File: src/rtl/loop_fetch_pkg.sv
package loop_fetch_pkg;
    typedef enum logic [1:0] {
        LS_IDLE = 2'd0,
        LS_LOOP = 2'd1,
        LS_EXIT = 2'd2
    } loop_state_e;
endpackage

File: src/rtl/loop_iter_eval.sv
module loop_iter_eval #(
    parameter int CNT_W = 16
) (
    input  logic [CNT_W-1:0] cnt_in,
    input  logic             cond_met,
    output logic [CNT_W-1:0] cnt_dec,
    output logic             take_branch
);
    localparam logic [CNT_W-1:0] CNT_EXPIRED = '1;

    always_comb begin
        cnt_dec     = cnt_in - CNT_W'(1);
        take_branch = !cond_met && (cnt_dec != CNT_EXPIRED);
    end
endmodule

File: src/rtl/loop_shape_detect.sv
module loop_shape_detect #(
    parameter int              ADDR_W      = 32,
    parameter int              WORD_W      = 16,
    parameter int              DISP_W      = 16,
    parameter logic [DISP_W-1:0] LOOP_DISP = 16'hFFFC,
    parameter int              INSTR_BYTES = 2
) (
    input  logic              clk,
    input  logic              rst,
    input  logic              rv_valid,
    input  logic [ADDR_W-1:0] rv_pc,
    input  logic [WORD_W-1:0] rv_word,
    input  logic              rv_single,
    input  logic              rv_flow,
    input  logic              rv_dbcc,
    input  logic [DISP_W-1:0] rv_disp,
    input  logic              exc_req,
    input  logic              in_loop,
    output logic              shape_hit,
    output logic [ADDR_W-1:0] body_pc,
    output logic [WORD_W-1:0] body_word
);
    logic              prev_ok_d, prev_ok_q;
    logic [ADDR_W-1:0] prev_pc_d, prev_pc_q;
    logic [WORD_W-1:0] prev_word_d, prev_word_q;

    always_comb begin
        prev_ok_d   = prev_ok_q;
        prev_pc_d   = prev_pc_q;
        prev_word_d = prev_word_q;
        if (exc_req || in_loop) begin
            prev_ok_d = 1'b0;
        end else if (rv_valid) begin
            prev_ok_d   = rv_single && !rv_flow && !rv_dbcc;
            prev_pc_d   = rv_pc;
            prev_word_d = rv_word;
        end
    end

    always_ff @(posedge clk) begin
        if (rst) begin
            prev_ok_q   <= 1'b0;
            prev_pc_q   <= '0;
            prev_word_q <= '0;
        end else begin
            prev_ok_q   <= prev_ok_d;
            prev_pc_q   <= prev_pc_d;
            prev_word_q <= prev_word_d;
        end
    end

    assign shape_hit = rv_valid && rv_dbcc && (rv_disp == LOOP_DISP) && prev_ok_q
                       && (rv_pc == prev_pc_q + ADDR_W'(INSTR_BYTES))
                       && !exc_req && !in_loop;
    assign body_pc   = prev_pc_q;
    assign body_word = prev_word_q;
endmodule

File: src/rtl/loop_fetch_gate.sv
module loop_fetch_gate #(
    parameter int                ADDR_W      = 32,
    parameter int                WORD_W      = 16,
    parameter int                DISP_W      = 16,
    parameter int                CNT_W       = 16,
    parameter logic [DISP_W-1:0] LOOP_DISP   = 16'hFFFC,
    parameter int                INSTR_BYTES = 2
) (
    input  logic              clk,
    input  logic              rst,
    input  logic              rv_valid,
    input  logic [ADDR_W-1:0] rv_pc,
    input  logic [WORD_W-1:0] rv_word,
    input  logic              rv_single,
    input  logic              rv_flow,
    input  logic              rv_dbcc,
    input  logic [DISP_W-1:0] rv_disp,
    input  logic              cond_met,
    input  logic [CNT_W-1:0]  cnt_in,
    input  logic              iter_done,
    input  logic              exc_req,
    output logic              fetch_suppress,
    output logic              loop_active,
    output logic [WORD_W-1:0] replay_word,
    output logic              cnt_we,
    output logic [CNT_W-1:0]  cnt_wdata,
    output logic              redirect_valid,
    output logic [ADDR_W-1:0] redirect_pc,
    output logic              exc_exit,
    output logic [ADDR_W-1:0] resume_pc
);
    import loop_fetch_pkg::*;

    localparam int BRANCH_BYTES = 2 * INSTR_BYTES;

    typedef struct packed {
        loop_state_e       state;
        logic [ADDR_W-1:0] body_pc;
        logic [ADDR_W-1:0] fall_pc;
        logic [WORD_W-1:0] word;
    } gate_t;

    gate_t r_d, r_q;

    logic              shape_hit;
    logic [ADDR_W-1:0] det_pc;
    logic [WORD_W-1:0] det_word;
    logic [CNT_W-1:0]  cnt_dec;
    logic              take_branch;
    logic              in_loop;

    assign in_loop = (r_q.state != LS_IDLE);

    loop_shape_detect #(
        .ADDR_W(ADDR_W), .WORD_W(WORD_W), .DISP_W(DISP_W),
        .LOOP_DISP(LOOP_DISP), .INSTR_BYTES(INSTR_BYTES)
    ) i_detect (
        .clk(clk), .rst(rst),
        .rv_valid(rv_valid), .rv_pc(rv_pc), .rv_word(rv_word),
        .rv_single(rv_single), .rv_flow(rv_flow), .rv_dbcc(rv_dbcc),
        .rv_disp(rv_disp), .exc_req(exc_req), .in_loop(in_loop),
        .shape_hit(shape_hit), .body_pc(det_pc), .body_word(det_word)
    );

    loop_iter_eval #(.CNT_W(CNT_W)) i_eval (
        .cnt_in(cnt_in), .cond_met(cond_met),
        .cnt_dec(cnt_dec), .take_branch(take_branch)
    );

    always_comb begin
        r_d = r_q;
        unique case (r_q.state)
            LS_IDLE: begin
                if (shape_hit && take_branch) begin
                    r_d.state   = LS_LOOP;
                    r_d.body_pc = det_pc;
                    r_d.fall_pc = rv_pc + ADDR_W'(BRANCH_BYTES);
                    r_d.word    = det_word;
                end
            end
            LS_LOOP: begin
                if (exc_req) begin
                    r_d.state = LS_IDLE;
                end else if (iter_done && !take_branch) begin
                    r_d.state = LS_EXIT;
                end
            end
            LS_EXIT: r_d.state = LS_IDLE;
            default: r_d.state = LS_IDLE;
        endcase
    end

    always_ff @(posedge clk) begin
        if (rst) begin
            r_q <= '{state: LS_IDLE, body_pc: '0, fall_pc: '0, word: '0};
        end else begin
            r_q <= r_d;
        end
    end

    assign loop_active    = (r_q.state == LS_LOOP);
    assign fetch_suppress = in_loop && !exc_req;
    assign replay_word    = r_q.word;
    assign cnt_we         = loop_active && iter_done && !exc_req && !cond_met;
    assign cnt_wdata      = cnt_dec;
    assign redirect_valid = (r_q.state == LS_EXIT) && !exc_req;
    assign redirect_pc    = r_q.fall_pc;
    assign exc_exit       = in_loop && exc_req;
    assign resume_pc      = loop_active ? r_q.body_pc : r_q.fall_pc;
endmodule

File: config.mk
export PLATFORM = sky130hd
export DESIGN_NAME = loop_fetch_gate
export DESIGN_NICKNAME = d
export VERILOG_FILES = /design/src/rtl/loop_fetch_pkg.sv /design/src/rtl/loop_iter_eval.sv /design/src/rtl/loop_shape_detect.sv /design/src/rtl/loop_fetch_gate.sv
export SDC_FILE = /design/constraint.sdc
export NUM_CORES = 1
export LEC_CHECK = 0
export ABC_AREA = 1
export BUFFER_PORTS_ARGS = -buffer_cell sky130_fd_sc_hd__clkbuf_2
export CAP_MARGIN = 40
export CORE_MARGIN = 2
export CORE_UTILIZATION = 45
export DETAILED_ROUTE_END_ITERATION = 7
export GPL_TIMING_DRIVEN = 0
export PLACE_DENSITY = 0.71
export SYNTH_ARGS = -nofsm -noshare
export SYNTH_HDL_FRONTEND = slang
export SYNTH_SLANG_ARGS = --single-unit
File: constraint.sdc
create_clock -name clk -period 6.8 [get_ports clk]
set_clock_uncertainty 0.15 [all_clocks]
set_input_delay 0.68 -clock clk [delete_from_list [all_inputs] [get_ports clk]]
set_output_delay 0.68 -clock clk [all_outputs]
set_load 0.05 [all_outputs]
Word level (Yosys, flattened, before mapping)
Cells that the tools add are included.
{"block": "word_totals", "romBits": 0, "latch_bits": 0, "input_bits": 89, "word_cells": 53, "out_inout_bits": 101, "ramBits": 0, "ff_bits": 131, "mem_count": 0}
{"block": "op_classes", "n_bitwise": 1, "div": 0, "shift": 0, "n_addsub": 3, "mul": 0, "order_cmp": 0, "n_mux": 5, "n_reduce_logical": 30, "n_eq_ne": 7}
{"op": "$mux 82", "count": 1}
{"op": "$add 32x2->32 const B", "count": 1}
{"op": "$add 32x3->32 const B", "count": 1}
{"op": "$eq 32x32->1", "count": 1}
{"op": "$mux 32", "count": 1}
{"op": "$logic_and 1x1->1", "count": 17}
{"op": "$eq 16x16->1 const B", "count": 1}
{"op": "$ne 16x16->1 const B", "count": 1}
{"op": "$sub 16x1->16 const B", "count": 1}
{"op": "$logic_not 1->1", "count": 6}
{"op": "$reduce_and 2->1", "count": 3}
{"op": "$mux 2", "count": 2}
{"op": "$pmux 2 s2", "count": 1}
{"op": "$ne 3x2->1 const B", "count": 1}
{"op": "$eq 2x1->1 const B", "count": 1}
{"op": "$eq 2x2->1 const B", "count": 1}
{"op": "$logic_not 2->1", "count": 1}
{"op": "$ne 2x2->1 const B", "count": 1}
{"op": "$reduce_bool 2->1", "count": 1}
{"op": "$reduce_or 2->1", "count": 1}
{"op": "$logic_or 1x1->1", "count": 1}
{"op": "$not 1->1", "count": 1}

Longest topological paths before layout
Gate-level depths: netlist (run 1).
{"block": "logic_depth", "ltp_word": 9, "depth_mapped": 18, "ltp_nobuf": 17}

Modules after synthesis
Synthesis (run 1) repeated with hierarchy kept, for this count alone.
{"block": "unflattened", "hier_cells": 1338, "hier_area_um2": 8411.8}
{"module": "loop_fetch_gate", "area_per_inst_um2": 4569.4, "n_inst": 1, "seq_area_each_um2": 1641.6, "cells_each": 702}
{"module": "loop_shape_detect", "area_per_inst_um2": 3239.4, "n_inst": 1, "seq_area_each_um2": 980.9, "cells_each": 529}
{"module": "loop_iter_eval", "area_per_inst_um2": 603.1, "n_inst": 1, "seq_area_each_um2": 0.0, "cells_each": 107}

Worst setup path after synthesis (run 1)
Ideal clock, no wire load.
{"block": "synth_timing", "path_kind": "input-to-reg", "startpoint": "input port cnt_in[0]", "endpoint": "register r_q (netlist bit replay_word[10])", "path_buffers": 2, "arrival_ns": 3.474, "required_time_ns": 6.586, "stages": 15, "setup_slack_ns": 3.112, "setup_ns": 0.064, "cell_sequence": "inv_1 -> ha_1 -> nand2_1 -> nor2_2 -> xor2_1 -> nand2_1 -> nor2_1 -> nand3_1 -> nand2_1 -> nor2_2 -> buf_2 -> buf_2 -> nand4_1 -> nand2_1 -> nor2_1"}
{"block": "synth_via", "elab_chain_cells": 5}
{"element": "start, declared", "line": "loop_fetch_gate.sv:19", "rtl": "input logic [CNT_W-1:0] cnt_in,"}
{"element": "$sub 16x1->16", "line": "loop_iter_eval.sv:12", "rtl": "cnt_dec = cnt_in - CNT_W'(1);"}
{"element": "named net cnt_wdata[8]", "line": "loop_fetch_gate.sv:26", "rtl": "output logic [CNT_W-1:0] cnt_wdata,"}
{"element": "$ne 16x16->1", "line": "loop_iter_eval.sv:13", "rtl": "take_branch = !cond_met && (cnt_dec != CNT_EXPIRED);"}
{"element": "$logic_and 1x1->1", "line": "loop_iter_eval.sv:13"}
{"element": "$logic_and 1x1->1", "line": "loop_fetch_gate.sv:74", "rtl": "if (shape_hit && take_branch) begin"}
{"element": "$reduce_and 2->1 (no line)"}
{"element": "end signal, assigned", "line": "loop_fetch_gate.sv:95", "rtl": "r_q <= '{state: LS_IDLE, body_pc: '0, fall_pc: '0, word: '0};"}
{"element": "end signal, assigned", "line": "loop_fetch_gate.sv:97", "rtl": "r_q <= r_d;"}
{"element": "end, declared", "line": "loop_fetch_gate.sv:43", "rtl": "gate_t r_d, r_q;"}
The timed path passes the listed nets, and every way through them passes these cells.
A chain may end at the register's enable or synchronous reset.

Worst setup path after layout (run 1)
{"block": "layout_timing", "startpoint": "register r_q[80] (netlist name)", "endpoint": "output port resume_pc[19]"}
{"block": "layout_via", "elab_chain_cells": 2}
{"element": "$eq 2x1->1", "line": "loop_fetch_gate.sv:101", "rtl": "assign loop_active = (r_q.state == LS_LOOP);"}
{"element": "$mux 32", "line": "loop_fetch_gate.sv:109", "rtl": "assign resume_pc = loop_active ? r_q.body_pc : r_q.fall_pc;"}
{"element": "end, declared", "line": "loop_fetch_gate.sv:30", "rtl": "output logic [ADDR_W-1:0] resume_pc"}
Every way passes these cells.

==> results of run 1 <==
## Yosys cell counts, drive strengths merged (3+ instances only)
| library cell | number | area [sq um] |
|---|---|---|
| a21oi | 51 | 255 |
| and2 | 4 | 25.0 |
| buf | 69 | 460 |
| clkbuf | 45 | 169 |
| dfxtp | 131 | 2620 |
| ha | 3 | 37.5 |
| inv | 291 | 1090 |
| nand2 | 404 | 1520 |
| nand3 | 58 | 300 |
| nand3b | 3 | 22.5 |
| nand4 | 96 | 601 |
| nor2 | 181 | 704 |
| nor3 | 16 | 80.1 |
| nor4 | 4 | 25.0 |
| o21ai | 83 | 415 |
| xnor2 | 17 | 149 |
| xor2 | 39 | 342 |
## sequential cells by signal, summed over array words and instances, names as in the netlist
name and count:
replay_word 16, r_q 34, i_detect.prev_ok_q 1, i_detect.body_word 16, i_detect.body_pc 32, redirect_pc 32
## worst reg2reg max path, stage by stage, from the launching register on
cell,delay [ns]
dfxtp_1,0.38
ha_1,0.22
nand3_2,0.14
inv_2,0.09
nand2_1,0.11
nor2_2,0.28
nand3_1,0.16
nand3_1,0.12
nand2_1,0.06
nor2_1,0.16
nand2_1,0.09
nor2_2,0.39
nand3_2,0.39
buf_2,0.35
nand2_1,0.10
inv_1,0.04
nor2_1,0.09
## placed cells by master, fill, tap and decap left out, types with 39 or more instances in the layout
cell / instances
buf_4: 48
dfxtp_1: 131
nor2_1: 173
clkbuf_2: 186
o21ai_0: 82
xor2_1: 39
clkbuf_1: 46
nand2_1: 404
inv_1: 288
nand4_1: 96
nand3_1: 56
a21oi_1: 51
## final cells by class
| class | count | area share |
|---|---|---|
| plain buffers | 114 | 0.0587 |
| repair buffers | 186 | 0.0868 |
| well taps | 265 | 0.0309 |
| flip-flops and latches | 131 | 0.244 |
| inverters | 292 | 0.102 |
| clock inverters | 13 | 0.0161 |
| clock buffers | 19 | 0.0413 |
| multi-input cells | 963 | 0.420 |
## per-layer routing
metal,GRT usage,share of wire,up-vias
met5,0,0,-
met4,0.0904,0.023,0
met3,0.0447,0.066,38
met2,0.446,0.46,295
met1,0.348,0.45,4301
li1,-,-,4984
## final timing paths
check,startpoint,endpoint,slack (ns),cells past startpoint
min,rst,r_q[80],0.27,2
max reg2reg,i_detect.body_pc[1],redirect_pc[14],3.43,16
max,r_q[80],resume_pc[19],3.17,7
min reg2reg,i_detect.body_word[4],i_detect.body_word[4],0.30,2
## power groups by stage
stage	Combinational, W	Clock, W	Sequential (W)
6_report	0.000235	0.000975	0.000805
5_1_grt	0.000263	0.00102	0.000808
4_1_cts	0.000233	0.000989	0.000805
3_5_place_dp	0.000232	0	0.000822
3_3_place_gp	0.000229	0	0.000821
2_1_floorplan	0.000151	0	0.000816
## metrics by stage
stage | cell area [sq um] | total power [W] | worst slack (ns)
2_1_floorplan | 8850 | 0.000967 | 3.11
4_1_cts | 10700 | 0.00203 | 3.14
3_5_place_dp | 10100 | 0.00105 | 3.12
6_report | 10700 | 0.00202 | 3.17
3_3_place_gp | 10100 | 0.00105 | 3.15
5_1_grt | 10700 | 0.00209 | 2.93
## cell families after synthesis
group                    Yosys count
AO/OA/AOI/OAI                    136
flip-flops                       131
adder cells (fa/ha/maj)            3
AND/OR/NAND/NOR                  768
XOR/XNOR                          56
buffers and inverters            406
==> metrics.txt, run 1 <==
Top FF cell, synth=dfxtp_1; core area=~0.019 sq mm; Slowest cell on crit path=clkbuf_1; total congestion overflow=0; Filler Cell Count=2080; WP data arrival=2.80 ns; Pre-Repair DR Iteration Count=6; combinational power share=0.116; initial core utilization=0.456; boundary pin count=between 150 and 200; sw power=between 0.0005 and 0.0006 W; share of total power in the clock network=0.484; Die X=between 100 and 150 microns; Ant. Diodes=0; Net Count, Synth=around 1600; area share of fa/ha/maj cells after synthesis=0.00424; RSZ-0062 raised after global routing=no; Worst Hold Class=in -> reg; Internal Power=roughly 0.0015 W; critical path class=reg -> out; Antenna Violating Nets Remaining=0; vias in the first global route=~8600; compound-cell area share of the yosys netlist=0.0775; post-route insts no fill=about 2000; Longest Clk Path Bufs=2; TNS Setup=0 ns; startpoint types=flip-flop; Yosys warning count=0; hold-fix buffer count after cts=0; multi-input logic area=approximately 0.0045 sq mm; die area=~0.021 sq mm; largest net degree at the start of global routing=17; Synth Area in XOR/XNOR=0.0554; Worst-Margin Slew=approximately 0.75 ns; peak supply drop=around 170 uV; total number of vias=9618; CP most frequent cell=clkbuf_1; Slew Limit Fails=0; GP Congestion=0.966; final hold violations=0; CTS tree=built; critical path peak fanout=10; clk root buf=clkbuf_16; required time worst endpoint=5.97 ns; sequential power share=0.400; total CTS buffers=17; crit-path leading delay family=buffers and inverters; wire per inst=approximately 14 microns; fraction of registers with async set or reset after synthesis=0; cell count after placement=~2000; antenna violations before repair=0; Final Critical Period=about 3.6 ns; P&R area growth vs syn=21.2%; Core Util, Final=0.553; Synth Area in Simple Gates=0.371; post-synthesis mux area share=0; EDFF count, synth=0; vias per cell=just under 5; Clock Sink Count=131; Row Count=just over 50; average cell area after synthesis=about 6 sq um; share of layout cells above drive strength 1=0.172; critical path endpoint category=primary output; synthesized instance count=1500; power density over cell area=about 190 mW/mm^2; first-pass GRT wire length=roughly 43000 microns; final wirelength=27800 microns; Sw Share=0.277; Reg area=0.00262 sq mm; hold_ws=about 0.27 ns; Synth Cell Area=about 0.009 sq mm; final setup vio count=0; Final nets=1797; Yosys cell types=29; worst path cell trace=inv_1, nor2_1, clkbuf_1, clkbuf_1, nand2_1, o21ai_0, clkbuf_2; CP bufs+invs=4; Seq/Total Area, Yosys=0.296; status=completed; drt drc=0; MaxCap Viol Count=0; cts repair resizes=0; half-perimeter wire length after placement=21800 microns; total track usage=0.266; Worst-Skew Late Latency=0.43 ns; Worst slew margin=0.499; clk slew on worst S/H paths=around 0.060 ns; main combinational cell family by area after synthesis=simple AND/OR/NAND/NOR gates; total setup buffers inserted after CTS=0; Leakage=5.29 nW; register bit total from synthesis=approximately 130; I/O Buffers=between 150 and 200; die height=approximately 140 microns; CP max stage delay=0.57 ns; FMAX=0.275 GHz; post-route clock period utilization=0.534; CTS HTree Levels=4; initial DRC count=~650
(Power assumes the default switching activity.)
==> run 2, diff against run 1 <==
==> constraint.sdc (replaced) <==
create_clock -name clk -period 3.8 [get_ports clk]
set_clock_uncertainty 0.15 [all_clocks]
set_input_delay 0.38 -clock clk [delete_from_list [all_inputs] [get_ports clk]]
set_output_delay 0.38 -clock clk [all_outputs]
set_load 0.05 [all_outputs]
==> run 2 against run 1 <==
  * Final cell count is essentially flat
  * Critical path depth grew 11
  * Sequential share of layout area is essentially flat
  * Sequential cell count is the same
  * First-iteration DRC count grew 1.5%
  * Highest routed layer unchanged
==> metrics.txt, run 2 (synthesized netlist as in run 1, its figures left out) <==
most common cell after layout, fill and taps aside=nand2_1; leading cell types in the layout, fill and taps excluded=404 x nand2_1, 288 x inv_1, 186 x clkbuf_2; combinational power share=0.117; final wirelength=around 28000 microns; core area=around 0.019 sq mm; initial DRC count=between 600 and 700; Reg2Reg Depth=18; Worst slew margin=0.506; Worst Hold Class=in -> reg; total congestion overflow=0; Slew Limit Fails=0; total track usage=0.266; Worst R2R End=redirect_pc[14]; flop2flop setup slack=0.41 ns; Final Worst Setup Slack=0.410 ns; sw power=between 0.0009 and 0.001 W; r2r startpoint=i_detect.body_pc[1]; Setup WS pre-CTS=0.416 ns; Clock Sink Count=131; clk slew on worst S/H paths=about 0.060 ns; Worst setup startpoint=i_detect.body_pc[1]; I/O Buffers=186; boundary pin count=190; CTS HTree Levels=4; power density over cell area=336 mW/mm^2; Filler Cell Count=2077; final setup vio count=0; Pre-Repair DR Iteration Count=7; vias per cell=~4.8; critical path endpoint category=flip-flop; status=completed; Biggest register=r_q; peak supply drop=299 uV; dpl cell area=approximately 0.010 sq mm; Final Critical Period=~3.4 ns; FMAX=slightly below 0.3 GHz; drt drc=0; Reg area=between 0.002 and 0.003 sq mm; post-route clock period utilization=0.892; GP Congestion=0.966; total setup buffers inserted after CTS=0; first-pass GRT wire length=roughly 43000 microns; WP data arrival=3.60 ns; MaxCap Viol Count=0; share of layout cells above drive strength 1=0.172; antenna violations before repair=0; TNS Setup=0 ns; hold endpoint=i_detect.prev_ok_q; total CTS buffers=17; P&R area growth vs syn=21.3%; Longest Clk Path Bufs=2; final hold violations=0; Final nets=~1800; Internal Power=about 0.0026 W; largest net degree at the start of global routing=17; post-route cell area=0.0107 sq mm; sequential power share=0.399; Die X=about 140 microns; share of total power in the clock network=0.484; Core Util, Final=0.553; Sw Share=0.277; vias in the first global route=~8600; hold path depth=2; half-perimeter wire length after placement=about 22000 microns; Antenna Violating Nets Remaining=0; Worst-Margin Slew=about 0.74 ns; critical path class=reg -> reg; critical path peak fanout=10; hold_ws=approximately 0.021 ns; Worst-Skew Late Latency=around 0.43 ns; die area=approximately 0.021 sq mm; cts repair resizes=0; Leakage=roughly 5.3 nW; startpoint types=flip-flop; Ant. Diodes=0; total number of vias=slightly below 10000; die height=144 microns; clk root buf=clkbuf_16; RSZ-0062 raised after global routing=no; Row Count=between 50 and 60; wire per inst=about 14 microns; max FFs per register=34; hold-fix buffer count after cts=1; CTS tree=built; required time worst endpoint=between 4 and 5 ns; initial core utilization=0.456; multi-input logic area=0.00450 sq mm; hold path startpoint=rv_valid
-- run 2: cell count changes in the layout (fill, tap and decap cells not counted), sizes merged --
cell and delta:
dlygate4sd3 +1
-- run 2: worst max-delay path by stage --
stage	to	slack, ns	cells past startpoint
floorplan	replay_word[10]	0.41	15
global placement	redirect_pc[15]	0.45	18
detailed placement	redirect_pc[18]	0.42	18
CTS	resume_pc[19]	0.44	7
global route	redirect_pc[19]	0.14	16
finish	redirect_pc[14]	0.41	18
-- run 2: layout make-up --
class / count / share of cell area
timing repair buffer: 187 / 0.0876
sequential: 131 / 0.244
inverter: 292 / 0.102
clock inverter: 13 / 0.0161
buffer: 114 / 0.0586
tap: 265 / 0.0309
multi-input combinational: 963 / 0.419
clock buffer: 19 / 0.0413
-- run 2: power by group through the flow --
stage               combinational, W  clock, W  sequential (W)
CTS                         0.000417   0.00177         0.00144
floorplan                   0.000269         0         0.00146
global route                0.000472   0.00182         0.00145
global placement            0.000410         0         0.00147
finish                      0.000420   0.00175         0.00144
detailed placement          0.000415         0         0.00147
-- run 2: routing by layer --
metal  routed length (microns)  track usage
met1                     12500        0.348
met2                     12900        0.447
met3                      1650       0.0444
met4                       739       0.0915
met5                         0            0
-- run 2: critical path, cell delays in order, from the launching register on --
cell and delay [ns]:
dfxtp_1 0.39, ha_1 0.23, nand3_2 0.14, nor2_1 0.20
nand2_1 0.20, inv_1 0.12, nand2_1 0.06, nand2_1 0.08
nand2_1 0.05, nand2_1 0.05, nand2_1 0.05, nor2_1 0.16
nand2_1 0.09, nor2_2 0.39, nand3_2 0.39, buf_2 0.35
nand2_1 0.09, inv_1 0.04, nor2_1 0.09
-- run 2: metrics by stage --
stage               std cells  power (W)
floorplan                1500    0.00173
global placement         1951    0.00188
detailed placement       1951    0.00189
CTS                      1984    0.00363
global route             1984    0.00374
finish                   1984    0.00361
==> run 3, diff against run 2 <==
--- a/config.mk
+++ b/config.mk
@@ -9,10 +9,10 @@
 export BUFFER_PORTS_ARGS = -buffer_cell sky130_fd_sc_hd__clkbuf_2
 export CAP_MARGIN = 40
 export CORE_MARGIN = 2
-export CORE_UTILIZATION = 45
+export CORE_UTILIZATION = 35
 export DETAILED_ROUTE_END_ITERATION = 7
 export GPL_TIMING_DRIVEN = 0
-export PLACE_DENSITY = 0.71
+export PLACE_DENSITY = 0.58
 export SYNTH_ARGS = -nofsm -noshare
 export SYNTH_HDL_FRONTEND = slang
 export SYNTH_SLANG_ARGS = --single-unit
==> run 3 against run 2 <==
  * Hold slack got worse by 0.0078 ns
  * Clock power grew 3%
  * Critical path type unchanged
  * Non-clock buffer count unchanged
  * Global-route usage fell by 4.6 points
  * Via count decreased by 0.81%
  * Power is 1.5% higher
  * Highest routed layer unchanged
  * Design area grew 0.90%
  * Largest power group unchanged
  * Clock-buffer cell count shrank 1
  * First-iteration DRC count increased by 7.1%
  * Sequential power about the same
  * Die area up 28%
  * Critical path depth stayed put
==> metrics.txt, run 3 (synthesized netlist as in run 1, its figures left out) <==
die area=around 0.027 sq mm; Reg2Reg Depth=18; leading cell types in the layout, fill and taps excluded=404 x nand2_1, 288 x inv_1, 186 x clkbuf_2; cts repair resizes=0; r2r startpoint=i_detect.body_pc[1]; CTS tree=built; Setup WS pre-CTS=0.335 ns; share of layout cells above drive strength 1=0.173; startpoint types=flip-flop; Antenna Violating Nets Remaining=0; Pre-Repair DR Iteration Count=5; initial core utilization=0.353; final hold violations=0; half-perimeter wire length after placement=around 23000 microns; Clock Sink Count=about 130; Tot Pwr=~0.0037 W; Final Worst Setup Slack=just under 0.4 ns; Leakage=approximately 5.3 nW; most common cell after layout, fill and taps aside=nand2_1; required time worst endpoint=4.02 ns; power density over cell area=338 mW/mm^2; critical path endpoint category=flip-flop; Final nets=between 1500 and 2000; core area=roughly 0.025 sq mm; total track usage=0.220; max FFs per register=34; hold path depth=2; WP data arrival=roughly 3.6 ns; total CTS buffers=17; post-route clock period utilization=0.896; critical path class=reg -> reg; final setup vio count=0; vias per cell=between 4 and 5; P&R area growth vs syn=22.4%; status=completed; total congestion overflow=0; initial DRC count=710; MaxCap Viol Count=0; Die X=about 160 microns; die height=163 microns; Worst-Skew Late Latency=0.44 ns; first-pass GRT wire length=between 40000 and 50000 microns; Final Critical Period=approximately 3.4 ns; flop2flop setup slack=slightly below 0.4 ns; total number of vias=about 9500; I/O Buffers=roughly 190; Worst Hold Class=in -> reg; GP Congestion=between 0.9 and 1; Worst-Margin Slew=0.786 ns; Worst R2R End=r_q[75]; antenna violations before repair=0; clk root buf=clkbuf_16; hold endpoint=i_detect.prev_ok_q; CTS HTree Levels=4; clk slew on worst S/H paths=0.07 ns; Ant. Diodes=0; critical path peak fanout=10; TNS Setup=0 ns; largest net degree at the start of global routing=17; RSZ-0062 raised after global routing=no; Biggest register=r_q; wire per inst=roughly 14 microns; hold path startpoint=rv_valid; peak supply drop=roughly 220 uV; Slew Limit Fails=0; boundary pin count=190; FMAX=roughly 0.29 GHz; final wirelength=slightly below 30000 microns; Row Count=58; Worst slew margin=0.476; vias in the first global route=approximately 8700; Longest Clk Path Bufs=2; drt drc=0
## run 3: area by class of cell
class | instances | area [sq um]
fillers | 2746 | 14200
clock buffers | 18 | 439
repair buffers | 187 | 941
plain buffers | 114 | 629
multi-input cells | 963 | 4500
clock inverters | 14 | 191
flip-flops and latches | 131 | 2620
well taps | 330 | 413
inverters | 292 | 1100
## run 3: power breakdown
part           internal (W)  total (W)  switching, W  leakage, nW
Sequential          0.00141    0.00144     0.0000331         1.06
Clock               0.00107    0.00180      0.000725        0.310
Combinational      0.000140   0.000425      0.000285         3.94
Total               0.00262    0.00366       0.00104         5.31
## run 3: per-stage QoR
stage,util,hold slack (ns),cells,cell area [sq um]
after floorplan,-,0.279,1500,8850
after global placement,0.407,0.290,2016,10200
after detailed placement,0.407,0.296,2016,10200
after CTS,0.433,0.00384,2049,10800
after global routing,0.433,0.0327,2049,10800
final,0.433,0.0133,2049,10800
## run 3: what timing repair did
action	4_1_cts	5_1_grt
endpoints found under the hold margin	1	0
setup buffers	0	0
endpoints found under the setup margin	0	0
hold buffers	1	0
## run 3: worst max-delay path by stage
stage / from / end / slack (ns) / cells after the start
after floorplan: cnt_in[0] / replay_word[10] / 0.41 / 15
after global placement: cnt_in[0] / redirect_pc[20] / 0.40 / 18
after detailed placement: cnt_in[0] / r_q[75] / 0.34 / 18
after CTS: i_detect.body_pc[1] / r_q[75] / 0.33 / 18
after global routing: i_detect.body_pc[2] / redirect_pc[19] / 0.06 / 18
final: i_detect.body_pc[1] / r_q[75] / 0.39 / 18
## run 3: per-layer routing
layer	wire [microns]	share of wire	global-route usage
met4	492	0.017	0.0599
met3	1640	0.056	0.0385
met2	13900	0.47	0.376
met5	0	0	0
met1	13400	0.46	0.285
## run 3: critical path: stages, from the launching register on
cell	delay, ns
dfxtp_1	0.39
ha_1	0.23
nand3_2	0.14
nor2_1	0.22
nand2_1	0.19
inv_1	0.13
nand2_1	0.06
nand2_1	0.07
nand2_1	0.05
nand2_1	0.05
nand2_1	0.05
nor2_1	0.17
nand2_1	0.09
nor2_2	0.38
nand3_2	0.38
buf_2	0.35
nand2_1	0.09
inv_1	0.04
nor2_1	0.11
